`src/rtl/ir_rle_pkg.sv`:
```
package ir_rle_pkg;
    localparam int RUN_W = 7;
    localparam int SYM_W = RUN_W + 1;
    localparam int RUN_LEN = 1 << RUN_W;

    typedef struct packed {
        logic               pulse;
        logic [RUN_W-1:0]   len_m1;
    } sym_t;
endpackage

```
`src/rtl/ir_rle_presc.sv`:
```
module ir_rle_presc #(
    parameter int PRESCALE = 64
) (
    input  logic clk,
    input  logic rst_n,
    input  logic active,
    output logic tick
);
    localparam int PW = (PRESCALE > 1) ? $clog2(PRESCALE) : 1;
    localparam logic [PW-1:0] LAST = PW'(PRESCALE - 1);

    logic [PW-1:0] cnt_d, cnt_q;

    always_comb begin
        tick  = active && (cnt_q == LAST);
        cnt_d = cnt_q;
        if (!active || tick) begin
            cnt_d = '0;
        end else begin
            cnt_d = cnt_q + 1'b1;
        end
    end

    always_ff @(posedge clk or negedge rst_n) begin
        if (!rst_n) cnt_q <= '0;
        else        cnt_q <= cnt_d;
    end

    AST_TICK_SPACING: assert property (@(posedge clk) disable iff (!rst_n)
        (PRESCALE > 1 && tick) |=> !tick);
endmodule

```
`src/rtl/ir_rle_filter.sv`:
```
module ir_rle_filter #(
    parameter int NOISE_W = 6
) (
    input  logic               clk,
    input  logic               rst_n,
    input  logic               active,
    input  logic               tick,
    input  logic               invert,
    input  logic [NOISE_W-1:0] noise_thr,
    input  logic               ir_in,
    output logic               lvl_next
);
    typedef struct packed {
        logic               s1;
        logic               s2;
        logic               filt;
        logic [NOISE_W-1:0] cand;
    } flt_t;

    flt_t st_d, st_q;
    logic smp;
    logic [NOISE_W:0] cand_inc;

    always_comb begin
        st_d     = st_q;
        st_d.s1  = ir_in;
        st_d.s2  = st_q.s1;
        smp      = st_q.s2 ^ invert;
        cand_inc = {1'b0, st_q.cand} + 1'b1;
        if (!active) begin
            st_d.filt = 1'b0;
            st_d.cand = '0;
        end else if (tick) begin
            if (smp == st_q.filt) begin
                st_d.cand = '0;
            end else if (cand_inc >= {1'b0, noise_thr}) begin
                st_d.filt = smp;
                st_d.cand = '0;
            end else begin
                st_d.cand = cand_inc[NOISE_W-1:0];
            end
        end
        lvl_next = st_d.filt;
    end

    always_ff @(posedge clk or negedge rst_n) begin
        if (!rst_n) st_q <= '0;
        else        st_q <= st_d;
    end

    AST_FILT_ONLY_ON_TICK: assert property (@(posedge clk) disable iff (!rst_n)
        (active && !tick) |=> $stable(st_q.filt));
endmodule

```
`src/rtl/ir_rle_runner.sv`:
```
module ir_rle_runner
    import ir_rle_pkg::*;
#(
    parameter int IDLE_W = 8
) (
    input  logic              clk,
    input  logic              rst_n,
    input  logic              active,
    input  logic              tick,
    input  logic              lvl,
    input  logic [IDLE_W-1:0] idle_thr,
    output logic              sym_valid,
    output sym_t              sym,
    output logic              pkt_end
);
    localparam int SP_W = IDLE_W + RUN_W + 1;

    typedef struct packed {
        logic             idle;
        logic             lvl;
        logic [RUN_W:0]   cnt;
        logic [SP_W-1:0]  sp;
        logic             v;
        sym_t             sym;
        logic             pe;
    } run_t;

    run_t st_d, st_q;
    logic [RUN_W:0]  cnt_inc;
    logic [SP_W-1:0] sp_inc;
    logic [SP_W-1:0] limit;

    always_comb begin
        limit   = (SP_W'(idle_thr) + SP_W'(1)) << RUN_W;
        cnt_inc = st_q.cnt + 1'b1;
        sp_inc  = st_q.sp + 1'b1;
        st_d    = st_q;
        st_d.v  = 1'b0;
        st_d.pe = 1'b0;
        if (!active) begin
            st_d      = '0;
            st_d.idle = 1'b1;
        end else if (tick) begin
            if (st_q.idle) begin
                if (lvl) begin
                    st_d.idle = 1'b0;
                    st_d.lvl  = 1'b1;
                    st_d.cnt  = (RUN_W+1)'(1);
                    st_d.sp   = '0;
                end
            end else if (lvl != st_q.lvl) begin
                if (st_q.cnt != '0) begin
                    st_d.v          = 1'b1;
                    st_d.sym.pulse  = st_q.lvl;
                    st_d.sym.len_m1 = RUN_W'(st_q.cnt - 1'b1);
                end
                st_d.lvl = lvl;
                st_d.cnt = (RUN_W+1)'(1);
                st_d.sp  = lvl ? '0 : SP_W'(1);
            end else begin
                if (cnt_inc == (RUN_W+1)'(RUN_LEN)) begin
                    st_d.v          = 1'b1;
                    st_d.sym.pulse  = st_q.lvl;
                    st_d.sym.len_m1 = '1;
                    st_d.cnt        = '0;
                end else begin
                    st_d.cnt = cnt_inc;
                end
                if (!st_q.lvl) begin
                    st_d.sp = sp_inc;
                    if (sp_inc == limit) begin
                        st_d.pe   = 1'b1;
                        st_d.idle = 1'b1;
                    end
                end
            end
        end
    end

    always_ff @(posedge clk or negedge rst_n) begin
        if (!rst_n) begin
            st_q      <= '0;
            st_q.idle <= 1'b1;
        end else begin
            st_q <= st_d;
        end
    end

    assign sym_valid = st_q.v;
    assign sym       = st_q.sym;
    assign pkt_end   = st_q.pe;

    AST_SYM_AFTER_TICK: assert property (@(posedge clk) disable iff (!rst_n)
        st_q.v |-> $past(tick));
    AST_IDLE_NO_SPACE: assert property (@(posedge clk) disable iff (!rst_n)
        (active && tick && st_q.idle && !lvl) |=> !st_q.v);
endmodule

```
`src/rtl/ir_runlen_enc.sv`:
```
module ir_runlen_enc
    import ir_rle_pkg::*;
#(
    parameter int PRESCALE = 64,
    parameter int NOISE_W  = 6,
    parameter int IDLE_W   = 8
) (
    input  logic               clk,
    input  logic               rst_n,
    input  logic               glb_en,
    input  logic               rx_en,
    input  logic               invert,
    input  logic [NOISE_W-1:0] noise_thr,
    input  logic [IDLE_W-1:0]  idle_thr,
    input  logic               ir_in,
    output logic               sym_valid,
    output logic [SYM_W-1:0]   sym_data,
    output logic               pkt_end
);
    logic active;
    logic tick;
    logic lvl_next;
    sym_t sym;

    assign active = glb_en & rx_en;

    ir_rle_presc #(.PRESCALE(PRESCALE)) u_presc (
        .clk    (clk),
        .rst_n  (rst_n),
        .active (active),
        .tick   (tick)
    );

    ir_rle_filter #(.NOISE_W(NOISE_W)) u_filter (
        .clk       (clk),
        .rst_n     (rst_n),
        .active    (active),
        .tick      (tick),
        .invert    (invert),
        .noise_thr (noise_thr),
        .ir_in     (ir_in),
        .lvl_next  (lvl_next)
    );

    ir_rle_runner #(.IDLE_W(IDLE_W)) u_runner (
        .clk       (clk),
        .rst_n     (rst_n),
        .active    (active),
        .tick      (tick),
        .lvl       (lvl_next),
        .idle_thr  (idle_thr),
        .sym_valid (sym_valid),
        .sym       (sym),
        .pkt_end   (pkt_end)
    );

    assign sym_data = sym;

    AST_OFF_SILENT: assert property (@(posedge clk) disable iff (!rst_n)
        !active |=> (!sym_valid && !pkt_end));
    AST_PKT_WITH_SPACE_SYM: assert property (@(posedge clk) disable iff (!rst_n)
        pkt_end |-> (sym_valid && sym_data == {1'b0, {RUN_W{1'b1}}}));
endmodule

```
`config.mk`:
```
export PLATFORM = sky130hd
export DESIGN_NAME = ir_runlen_enc
export DESIGN_NICKNAME = d
export VERILOG_FILES = /design/src/rtl/ir_rle_pkg.sv /design/src/rtl/ir_rle_presc.sv /design/src/rtl/ir_rle_filter.sv /design/src/rtl/ir_rle_runner.sv /design/src/rtl/ir_runlen_enc.sv
export SDC_FILE = /design/constraint.sdc
export NUM_CORES = 1
export LEC_CHECK = 0
export ABC_AREA = 1
export BUFFER_PORTS_ARGS = -buffer_cell sky130_fd_sc_hd__buf_2
export CORE_MARGIN = 1
export CORE_UTILIZATION = 65
export DETAILED_ROUTE_END_ITERATION = 6
export GPL_TIMING_DRIVEN = 0
export PLACE_DENSITY = 0.86
export SKIP_CTS_REPAIR_TIMING = 1
export SLEW_MARGIN = 20
export SYNTH_ARGS = -nofsm -noshare
export SYNTH_HDL_FRONTEND = slang
export SYNTH_SLANG_ARGS = --single-unit
```
`constraint.sdc`:
```
create_clock -name clk -period 5.48 [get_ports clk]
set_input_delay 0.274 -clock clk [delete_from_list [all_inputs] [get_ports clk]]
set_output_delay 0.274 -clock clk [all_outputs]
set_load 0.02 [all_outputs]
```
# --- Yosys cells after proc, flatten, opt, wreduce, memory -nomap -nowiden ---
# Index checks and enable logic that the tools add are counted.
op_classes:
  addsub: 6
  multipliers: 0
  div_mod_pow: 0
  magnitude_cmp: 1
  n_eq_ne: 12
  n_shift: 0
  muxes: 22
  n_bitwise: 2
  n_reduce_logical: 8
ops:
  columns: ["cell", "count"]
  rows:
  - ["36-bit two-way mux", 2]
  - ["26-bit two-way mux", 2]
  - ["33-bit two-way mux", 1]
  - ["6-bit two-way mux", 3]
  - ["9-bit two-way mux", 2]
  - ["16-bit by 1-bit adder with 16-bit output, second input constant", 1]
  - ["16-bit == test", 1]
  - ["16-bit two-way mux", 1]
  - ["7-bit two-way mux", 2]
  - ["10-bit two-way mux", 1]
  - ["8-bit by 1-bit adder with 9-bit output, second input constant", 1]
  - ["8-bit by 1-bit adder with 8-bit output, second input constant", 1]
  - ["8-bit == test, second input constant", 1]
  - ["8-bit two-way mux", 1]
  - ["8-bit nonzero test", 1]
  - ["6-bit by 1-bit adder with 7-bit output, second input constant", 1]
  - ["7-bit by 6-bit greater-or-equal comparator with 1-bit output", 1]
  - ["1-bit two-way mux", 7]
  - ["7-bit by 1-bit subtractor with 7-bit output, second input constant", 1]
  - ["6-bit by 1-bit adder with 6-bit output, second input constant", 1]
  - ["6-bit == test, second input constant", 1]
  - ["3-bit by 1-bit inequality test with 1-bit output, second input constant", 2]
  - ["3-bit inequality test, second input constant", 2]
  - ["3-bit AND reduction", 2]
  - ["11 further kinds", 12]
word_totals:
  register_bits: 51
  latch_bits: 0
  mem_bits_rw: 0
  romBits: 0
  in_bits: 20
  wordCells: 64
  memories: 0

# --- Logic depth before layout (Yosys ltp) ---
# Gate-level depths: netlist (run 1).
depth:
  word_depth: 11
  mapped_depth: 21

# --- Modules after synthesis ---
# A second synthesis (run 1) with hierarchy kept.
hier_totals:
  cells_unflattened: 499
  area_unflattened_um2: 3523.4
by_module_without_submodules:
  columns: ["mod", "n_inst", "cells_per_inst", "area_per_inst_um2"]
  rows:
  - ["ir_rle_runner", 1, 388, 2603.7]
  - ["ir_rle_filter", 1, 75, 610.6]
  - ["ir_rle_presc", 1, 34, 301.5]
  - ["ir_runlen_enc", 1, 2, 7.5]

# --- Worst setup path before layout (run 1) ---
# Ideal clock, no wire load.
synth_path:
  kind: "flip-flop to flip-flop"
  startpoint: "register u_filter.st_q[0] (netlist bit)"
  endpoint: "register u_runner.st_q[19] (netlist bit)"
  setup_time_ns: 0.116
  arrival_time_ns: 2.392
  required_time_ns: 5.364
  path_slack_ns: 2.972
  path_stages_with_launch: 19
  path_buffers: 1
  synth_period_minus_slack_ns: 2.508
  path_cell_list: "dfrtp_1 > ha_1 > nand3_1 > xor2_1 > inv_1 > ha_1 > nand3_1 > nand2_1 > nor2_1 > nand2_1 > nand3_2 > nand4_2 > nand2_2 > clkinv_4 > nand2_4 > nor2_8 > buf_8 > nand2_2 > nand2_1"
synth_via:
  elab_chain_len: 11
  word_cells_on_any_way: 14
  classes_between: "add/sub (1); order compare (1); eq/ne (3); mux (8); reduce/logical (1)"
synth_rtl:
  columns: ["item", "line", "rtl"]
  rows:
  - ["start, declared", "ir_rle_filter.sv:20", "flt_t st_d, st_q;"]
  - ["start signal, assigned", "ir_rle_filter.sv:48", "else st_q <= st_d;"]
  - ["6-bit by 1-bit adder with 7-bit output *", "ir_rle_filter.sv:29", "cand_inc = {1'b0, st_q.cand} + 1'b1;"]
  - ["7-bit by 6-bit greater-or-equal comparator with 1-bit output *", "ir_rle_filter.sv:36", "end else if (cand_inc >= {1'b0, noise_thr}) begin"]
  - ["1-bit two-way mux *", "ir_rle_filter.sv:36", null]
  - ["1-bit two-way mux *", "ir_rle_filter.sv:34", "if (smp == st_q.filt) begin"]
  - ["7-bit two-way mux *", "ir_rle_filter.sv:33", "end else if (tick) begin"]
  - ["7-bit two-way mux *", "ir_rle_filter.sv:30", "if (!active) begin"]
  - ["1-bit inequality test", "ir_rle_runner.sv:51", "end else if (lvl != st_q.lvl) begin"]
  - ["33-bit two-way mux", "ir_rle_runner.sv:51", null]
  - ["26-bit two-way mux", "ir_rle_runner.sv:44", "if (st_q.idle) begin"]
  - ["36-bit two-way mux", "ir_rle_runner.sv:43", "end else if (tick) begin"]
  - ["36-bit two-way mux", "ir_rle_runner.sv:40", "if (!active) begin"]
  - ["end signal, assigned", "ir_rle_runner.sv:85", "st_q <= st_d;"]
  - ["end, declared", "ir_rle_runner.sv:28", "run_t st_d, st_q;"]
# Every way passes the cells marked *; elsewhere a longest branch is shown, timed or not. The select of a mux whose other input is x is not followed.
# A chain may end at the register's enable or synchronous reset.

# --- Worst setup path after layout (run 1) ---
layout_path:
  startpoint: "register u_filter.st_q[2] (netlist bit)"
  endpoint: "register u_runner.st_q (netlist bit u_runner.sym[2])"
layout_via:
  elab_chain_len: 11
  word_cells_on_any_way: 14
  classes_between: "add/sub (1); order compare (1); eq/ne (3); mux (8); reduce/logical (1)"
layout_rtl:
  columns: ["item", "line"]
  rows:
  - ["6-bit by 1-bit adder with 7-bit output *", "ir_rle_filter.sv:29"]
  - ["7-bit by 6-bit greater-or-equal comparator with 1-bit output *", "ir_rle_filter.sv:36"]
  - ["1-bit two-way mux *", "ir_rle_filter.sv:36"]
  - ["1-bit two-way mux *", "ir_rle_filter.sv:34"]
  - ["7-bit two-way mux *", "ir_rle_filter.sv:33"]
  - ["7-bit two-way mux *", "ir_rle_filter.sv:30"]
  - ["1-bit inequality test *", "ir_rle_runner.sv:51"]
  - ["33-bit two-way mux", "ir_rle_runner.sv:51"]
  - ["10-bit two-way mux", "ir_rle_runner.sv:44"]
  - ["36-bit two-way mux", "ir_rle_runner.sv:43"]
  - ["36-bit two-way mux", "ir_rle_runner.sv:40"]
# Marks and branches as above.

==> results of run 1 <==
cell families (layout without fill, tap and decap cells):
logic type | after synthesis | after routing | synth area share
and+or+nand+nor | 276 | 276 | 0.355
xor gates and xnor gates | 23 | 23 | 0.0554
DFF | 51 | 51 | 0.351
buffers and inverters | 91 | 130 | 0.108
adders and majority gates | 13 | 13 | 0.0447
AOI/OAI and AO/OA | 54 | 54 | 0.0856
registers in the layout, indices dropped and copies added (netlist names):
register            cells
u_runner.pkt_end        1
u_runner.sym_valid      1
u_runner.st_q          26
u_filter.st_q           8
u_filter.st_d           1
u_presc.cnt_q           6
u_runner.sym            8
power breakdown:
| part | switching (mW) | leakage, nW | internal [mW] |
|---|---|---|---|
| clock | 0.132 | 0.0418 | 0.0920 |
| sequential | 0.00152 | 0.703 | 0.378 |
| combinational | 0.0429 | 1.49 | 0.0213 |
per-stage QoR:
step | area, um2 | instances | util | hold WS [ps]
final | 3990 | 617 | 0.762 | 63.8
after global routing | 3990 | 617 | 0.762 | 48.3
after CTS | 3980 | 616 | 0.760 | -59.6
after detailed placement | 3890 | 608 | 0.743 | 287
after global placement | 3870 | 607 | 0.739 | 334
after floorplan | 3640 | 508 | - | -21.6
final cells by class:
type,count,area (um2)
Buffer,14,100
Clock buffer,6,72.6
Clock inverter,2,16.3
Fill cell,433,1250
Inverter,77,294
Multi-Input combinational cell,366,1970
Sequential cell,51,1280
Tap cell,70,87.6
Timing Repair Buffer,31,175
worst max path at each step:
stage / end / slack [ps] / cells after the start
finish: u_runner.sym[2] / 2550 / 16
CTS: u_runner.sym[2] / 2580 / 16
detailed placement: u_runner.sym[2] / 2590 / 16
floorplan: u_runner.st_q[19] / 2970 / 18
global placement: u_runner.st_q[22] / 2710 / 19
global route: u_runner.sym[2] / 2290 / 18
cells in the final DEF, fill, tap and decap left out, drive strengths merged:
master,netlist,final
nand2,162,162
inv,76,77
dfrtp,50,50
nor2,48,48
buf,13,43
nand3,37,37
o21ai,27,27
xor2,19,19
nand4,14,14
ha,13,13
o22ai,10,10
nor3,8,8
a21oi,8,8
clkbuf,1,7
xnor2,4,4
o21bai,3,3
and3,2,2
nand3b,2,2
or2,2,2
o2111ai,2,2
nor4,1,1
a21boi,1,1
o211ai,1,1
a21o,1,1
o31ai,1,1
clkinv,1,1
clkinvlp,0,1
dlygate4sd3,0,1
dfstp,1,1
worst reg2reg max path, cell delays in order, from the launching register on:
cell,delay (ps)
dfrtp_1,420
nand3_1,140
nor2_1,110
nand2_1,70
xor2_1,200
inv_1,70
ha_1,300
a21oi_1,150
nand2_1,60
nor2_1,150
nand2_1,120
nand3_2,130
nand4_2,170
nand3_1,230
nand2_2,150
o21ai_0,260
nand2_1,80
per-layer routing:
| layer | GRT usage | wire length (um) | up-vias |
|---|---|---|---|
| li1 | - | - | 1697 |
| met1 | 0.396 | 3750 | 1557 |
| met2 | 0.499 | 3880 | 93 |
| met3 | 0.0452 | 396 | 7 |
| met4 | 0.0846 | 77 | 0 |
| met5 | 0 | 0 | - |
==> flow_summary.toml, run 1 <==
[run_status]
outcome = "finished, final reports clean"

[detailed_routing]
drt_iter0_drc = 206
ant_nets = 0
wl_per_cell_um = 13.1
vias = 3354
via_per_inst = 5.44
drc = 0
finalWirelength_um = 8110
first_pass_iters = 4

[yosys]
synthCells = 508
synth_area_um2 = 3640
yosys.area.top_type = "dfrtp_1"
ys_types = 40
synth_fp_nets = 541
synth_async_sr_flop_share = 1.00
postSynthAreaPerCell_um2 = 7.16
synth_most_common_cell = "nand2_1"
synth.area.top_cells = "dfrtp_1, nand2_1, inv_1, nand3_1, xor2_1"
synth_edf_count = 0
synthFlopType = "dfrtp_1"
yosys_register_bits = 51
yosysSeqAreaShare = 0.351
synth_top_cell_area_share = 0.344
ys_top_cells_by_count = "nand2_1, inv_1, dfrtp_1, nor2_1, nand3_1"
yosysWarnings = 0

[hold_path]
whs_path_depth = 1
hp-class = "in2reg"
hp-start = "ir_in"
whs_endpoint = "u_filter.st_d[7]"

[sta]
rsz0062_at_grt = "no"
worst_slack_ps = 2550
final_max_slew_viol_count = 0
timing.fmax_mhz = 341
worst_pin_slew_ps = 553
finalCritPeriodShare = 0.535
slew_headroom = 0.631
finalHoldViolCount = 0
finClkSkew_ps = 9.14
layout_min_cycle_time_ps = 2930
setup_viol_count_final = 0
fin_setup_tns_ps = 0

[clock_network]
cts_made_buffers = 5
path_clk_slew_ps = 100
cts_buffer_depth = 2
htreeDepth = 2
clock-root-buffer = "clkbuf_8"
clkSinkCount = 51
cts_tree = "done"
insertion_delay_ps = 310

[grt]
grt_pass1_wl_um = 14000
antenna_found_initial = 0
grt_pass1_vias = 3157
grt_max_degree = 30
grt_overflow = 0
grtUsageTotal = 0.297

[critical_path]
path_max_fanout = 8
crit_family = "simple AND/OR/NAND/NOR gates"
crit_path_frequent_cell = "nand2_1"
critPathBufInv = 1
regToRegStartpoint = "u_filter.st_q[2]"
cp-end-kind = "flop"
critPathLaunchType = "flop"
reg2reg_to = "u_runner.sym[2]"
cp_data_arrival_time_ps = 3140
cp_slowest_cell = "dfrtp_1"
rr_worst_depth = 16
crit_required_ps = 5680
path_cells = "nand3_1 > nor2_1 > nand2_1 > xor2_1 > inv_1 > ha_1 > a21oi_1 > nand2_1 > nor2_1 > nand2_1 > nand3_2 > nand4_2 > nand3_1 > nand2_2 > o21ai_0 > nand2_1"
worst-r2r-setup-slack_ps = 2550
critPathLaunch = "u_filter.st_q[2]"
critical_path_class = "reg2reg"
cp_slowest_stage_delay_ps = 420

[placement]
hpwl_um = 6270
post-place-ws_ps = 2590
io_buffers = 29
place_congestion = 0.908

[floorplanning]
num_rows = 26
fp.dieW_um = 76.8
dieArea_um2 = 5900
coreArea_um2 = 5240
ios = 30
dieHeight_um = 76.8
initial_core_util = 0.695

[cells_and_area]
fin_nets = 579
drive_above_1_share = 0.161
syn2layout_area_growth_pct = 9.66
antennaDiodeCount = 0

[power_and_ir_drop]
cellLeakagePower_nw = 2.23
vdd_drop_max_mv = 0.178
total_power_mw = 0.667
power_density_nw_per_um2 = 167

[job]
drv_cap = 0
No activity file was read; power rests on OpenSTA's default activity.
==> run 2: changes to the inputs <==
Settings changed: CORE_UTILIZATION 65 to 55, PLACE_DENSITY 0.86 to 0.77.
Clock period 5.48 ns to 2.4 ns, I/O delays scaled along.
==> flow_summary.toml, run 2 (synthesis gave the netlist of run 1 again) <==
[sta]
setup_viol_count_final = 36
layout_min_cycle_time_ps = 2860
finalCritPeriodShare = 1.19
worst_slack_ps = -456
finClkSkew_ps = 13.4
finalHoldViolCount = 0
timing.fmax_mhz = 350
fin_setup_tns_ps = -12960
rsz0062_at_grt = "yes"
slew_headroom = 0.510
final_max_slew_viol_count = 0
worst_pin_slew_ps = 732

[grt]
antenna_found_initial = 0
grt_max_degree = 52
grt_pass1_vias = 3200
grtUsageTotal = 0.235
grt_overflow = 0
grt_pass1_wl_um = 13500

[clock_network]
clkSinkCount = 51
htreeDepth = 2
cts_made_buffers = 5
clock-root-buffer = "clkbuf_8"
path_clk_slew_ps = 100
cts_tree = "done"
cts_buffer_depth = 2
insertion_delay_ps = 320

[floorplanning]
fp.dieW_um = 83.3
dieArea_um2 = 6940
coreArea_um2 = 6350
dieHeight_um = 83.3
num_rows = 29
initial_core_util = 0.573
ios = 30

[critical_path]
path_cells = "nand3_2 > nor2_4 > nand2_2 > xor2_2 > inv_2 > ha_4 > a21oi_2 > nand2_2 > nor2_4 > nand2_4 > nand3_4 > nand3_4 > nand2_4 > nand2_4 > inv_8 > nand2_8 > nor2_8 > clkbuf_16 > nand2_2 > nand2_1"
critPathLaunch = "u_filter.st_q[1]"
cp_slowest_cell = "dfrtp_1"
crit_family = "simple AND/OR/NAND/NOR gates"
cp_data_arrival_time_ps = 3110
path_max_fanout = 5
crit_required_ps = 2650
critPathLaunchType = "flop"
critPathBufInv = 3
cp-end-kind = "flop"
cp_slowest_stage_delay_ps = 440
critical_path_class = "reg2reg"
regToRegStartpoint = "u_filter.st_q[1]"

[run_status]
outcome = "finished, violations left"
violations = "setup timing"

[detailed_routing]
drc = 0
via_per_inst = 5.37
wl_met3_um = 388
ant_nets = 0
vias = 3429
wl_met2_um = 4220
wl_met1_um = 3770
wl_per_cell_um = 13.4
first_pass_iters = 5
drt_iter0_drc = 251
finalWirelength_um = 8550
routed.top_layer = "met4"

[power_and_ir_drop]
vdd_drop_max_mv = 0.344
combPwrFrac = 0.102
p_int_mw = 1.18
power.switching_mw = 0.395
p_seq_frac = 0.549
pwr-share-clk = 0.349
power_density_nw_per_um2 = 360
power_switching_share = 0.250
total_power_mw = 1.58
cellLeakagePower_nw = 2.37

[cells_and_area]
layout_common_cells = "nand2_1, inv_1, dfrtp_1"
largest_reg_flops = 26
syn2layout_area_growth_pct = 20.4
nFillCells = 494
regMostFlops = "u_runner.st_q"
antennaDiodeCount = 0
drive_above_1_share = 0.228
final_common_cell = "nand2_1"
fin_nets = 594

[job]
drv_cap = 0

[placement]
hpwl_um = 5810
io_buffers = 29
place_congestion = 0.883

[hold_path]
hp-start = "idle_thr[0]"
hp-class = "in2reg"
run 2: cell count changes in the layout (fill, tap and decap cells not counted), moves of 3 or more:
cell / previous run / this run
nand2_1: 142 / 135
ha_1: 13 / 10
nand3_1: 34 / 29
o21ai_1: 1 / 8
buf_6: 0 / 3
o21ai_0: 26 / 19
buf_2: 33 / 30
ha_4: 0 / 3
nor2_1: 43 / 40
buf_4: 8 / 22
nand2_4: 4 / 11
nand3_2: 2 / 5
run 2: cell type report:
type	count	area, um2	share of cell area
multi-input cells	366	2190	0.499
flip-flops and latches	51	1280	0.292
repair buffers	46	302	0.0688
inverters	77	299	0.0683
plain buffers	14	118	0.0268
clock buffers	8	100	0.0229
well taps	77	96.3	0.0220
run 2: metrics by stage:
stage	std cells	instance area, um2	hold slack (ps)	setup slack, ps	util
after floorplan	508	3680	-176	-53.3	-
after global placement	614	3920	229	-273	0.618
after detailed placement	614	3920	198	-343	0.618
after CTS	622	4020	-139	-367	0.634
after global routing	639	4380	337	-580	0.690
final	639	4380	260	-456	0.690
run 2: path summary, 6_finish.rpt:
| check | slack (ps) | end | cells past startpoint |
|---|---|---|---|
| worst min-delay path | 260 | u_runner.pkt_end | 6 |
| max in group asynchronous | 1570 | u_filter.st_q[0] | 2 |
| worst max register to register | -460 | u_runner.st_q[22] | 20 |
| worst max-delay path | -460 | u_runner.st_q[22] | 20 |
| worst min register to register | 380 | u_filter.st_q[7] | 0 |
| min in group asynchronous | 360 | u_runner.st_q[29] | 2 |
run 2: power groups by stage:
| stage | clock [mW] | combinational [mW] | sequential [mW] |
|---|---|---|---|
| after global placement | 0 | 0.136 | 0.883 |
| final | 0.550 | 0.162 | 0.866 |
| after CTS | 0.551 | 0.140 | 0.866 |
| after floorplan | 0 | 0.0829 | 0.882 |
| after global routing | 0.585 | 0.182 | 0.867 |
| after detailed placement | 0 | 0.139 | 0.883 |
run 2: worst register-to-register path, stage by stage (launching register included):
cell and delay, ps:
dfrtp_1 440, nand3_2 140, nor2_4 140, nand2_2 70
xor2_2 190, inv_2 60, ha_4 230, a21oi_2 170
nand2_2 90, nor2_4 150, nand2_4 80, nand3_4 100
nand3_4 140, nand2_4 120, nand2_4 80, inv_8 80
nand2_8 60, nor2_8 180, clkbuf_16 170, nand2_2 40
nand2_1 60
run 2: per-layer routing:
| layer | track usage | vias to the layer above |
|---|---|---|
| li1 | - | 1723 |
| met1 | 0.308 | 1585 |
| met2 | 0.404 | 102 |
| met3 | 0.0328 | 19 |
| met4 | 0.0705 | 0 |
| met5 | 0 | - |
==> run 3: changes to the inputs <==
Settings changed: CELL_PAD_IN_SITES_DETAIL_PLACEMENT set to 1, CELL_PAD_IN_SITES_GLOBAL_PLACEMENT set to 1, CORE_UTILIZATION 55 to 40, PLACE_DENSITY 0.77 to not set, PLACE_DENSITY_LB_ADDON set to 0.1.
==> flow_summary.toml, run 3 (synthesis gave the netlist of run 1 again) <==
[power_and_ir_drop]
total_power_mw = 1.56
vdd_drop_max_mv = 0.189
cellLeakagePower_nw = 2.52
power_density_nw_per_um2 = 342

[job]
drv_cap = 0

[clock_network]
path_clk_slew_ps = 110
cts_tree = "done"
clock-root-buffer = "clkbuf_8"
cts_buffer_depth = 2
htreeDepth = 2
clkSinkCount = 51
insertion_delay_ps = 310
cts_made_buffers = 5

[critical_path]
rr_worst_depth = 20
regToRegStartpoint = "u_filter.st_q[2]"
critPathLaunchType = "flop"
worst-r2r-setup-slack_ps = -350
cp-end-kind = "flop"
path_max_fanout = 5
cp_data_arrival_time_ps = 3000
crit_required_ps = 2640
critical_path_class = "reg2reg"
reg2reg_to = "u_runner.st_q[18]"

[grt]
grtUsageTotal = 0.208
grt_pass1_vias = 3547
antenna_found_initial = 0
grt_pass1_wl_um = 16300
grt_max_degree = 52
grt_overflow = 0

[run_status]
violations = "setup timing"
outcome = "finished, violations left"

[detailed_routing]
drc = 0
via_per_inst = 5.08
wl_per_cell_um = 15.0
ant_nets = 0
vias = 3441
finalWirelength_um = 10200
drt_iter0_drc = 111
first_pass_iters = 4

[cells_and_area]
seq_area_um2 = 1280
antennaDiodeCount = 0
multiInputGateArea_um2 = 2260
drive_above_1_share = 0.258
fin_nets = 602
nFillCells = 1110
layout_common_cells = "nand2_1, inv_1, dfrtp_1"
final_common_cell = "nand2_1"
syn2layout_area_growth_pct = 25.1
regMostFlops = "u_runner.st_q"
largest_reg_flops = 26

[floorplanning]
ios = 30
num_rows = 34
initial_core_util = 0.415
fp.dieW_um = 97.4
dieHeight_um = 97.4
dieArea_um2 = 9480
coreArea_um2 = 8760

[placement]
post-place-ws_ps = -455
hpwl_um = 7330
place_congestion = 0.911
io_buffers = 29

[sta]
fin_setup_tns_ps = -8570
worst_slack_ps = -352
final_max_slew_viol_count = 0
finClkSkew_ps = 18.6
setup_viol_count_final = 36
finalCritPeriodShare = 1.15
layout_min_cycle_time_ps = 2750
rsz0062_at_grt = "yes"
timing.fmax_mhz = 363
slew_headroom = 0.460
timing.hold.ws_ps = 288
finalHoldViolCount = 0
worst_pin_slew_ps = 808

[hold_path]
hp-class = "in2reg"
hp-start = "idle_thr[0]"
whs_endpoint = "u_runner.pkt_end"
whs_path_depth = 6
-- run 3: cell count changes in the layout (fill, tap and decap cells not counted), sizes merged --
cell      previous run  this run
buf                 56        64
clkbuf              10         8
clkinv               0         2
clkinvlp             0         1
inv                 77        76
-- run 3: layer usage --
layer  vias up  wire, um  GRT usage
met2        34      5500      0.392
met3        16       141     0.0252
met5         -         0          0
li1       1732         -          -
met1      1659      4330      0.247
met4         0       209     0.0566
-- run 3: power breakdown --
part	switching (mW)	leakage (nW)	internal [mW]	total [mW]
Sequential	0.00348	0.701	0.863	0.866
Combinational	0.114	1.77	0.0623	0.177
Clock	0.307	0.0412	0.205	0.512
-- run 3: worst max-delay path by stage --
stage	from	end	slack (ps)	cells past startpoint
final	u_filter.st_q[2]	u_runner.st_q[18]	-350	20
after global routing	u_filter.st_q[2]	u_runner.st_q[34]	-530	21
after CTS	u_filter.st_q[0]	u_runner.st_q[16]	-510	19
after detailed placement	u_filter.st_q[0]	u_runner.sym[1]	-460	15
after global placement	u_filter.st_q[0]	u_runner.st_q[22]	-360	19
after floorplan	u_filter.st_q[0]	u_runner.st_q[19]	-50	19
-- run 3: metrics by stage --
step | std cells | utilization | cell area [um2]
3_5_place_dp | 645 | 0.452 | 3960
5_1_grt | 678 | 0.519 | 4550
6_report | 678 | 0.519 | 4550
4_1_cts | 653 | 0.462 | 4050
3_3_place_gp | 645 | 0.452 | 3960
2_1_floorplan | 508 | - | 3680
-- run 3: final cells by class --
class | instances | area share
Clock buffer | 6 | 0.0159
Buffer | 14 | 0.0289
Inverter | 77 | 0.0646
Clock inverter | 2 | 0.00275
Sequential cell | 51 | 0.281
Tap cell | 108 | 0.0297
Timing Repair Buffer | 54 | 0.0803
Multi-Input combinational cell | 366 | 0.497
-- run 3: critical path, stage by stage, from the launching register on --
cell and delay (ps):
dfrtp_1 440, nand3_2 110, nor2_1 120, nand2_1 90
xor2_2 160, inv_2 60, ha_4 280, and3_4 190
nand2_4 60, nand2_4 80, nand2_4 50, nand2_4 100
nand3_4 100, nand2_4 120, nand2_4 80, clkinv_4 80
nand2_8 60, nor2_8 190, clkbuf_16 180, nand2_2 40
nand2_1 40
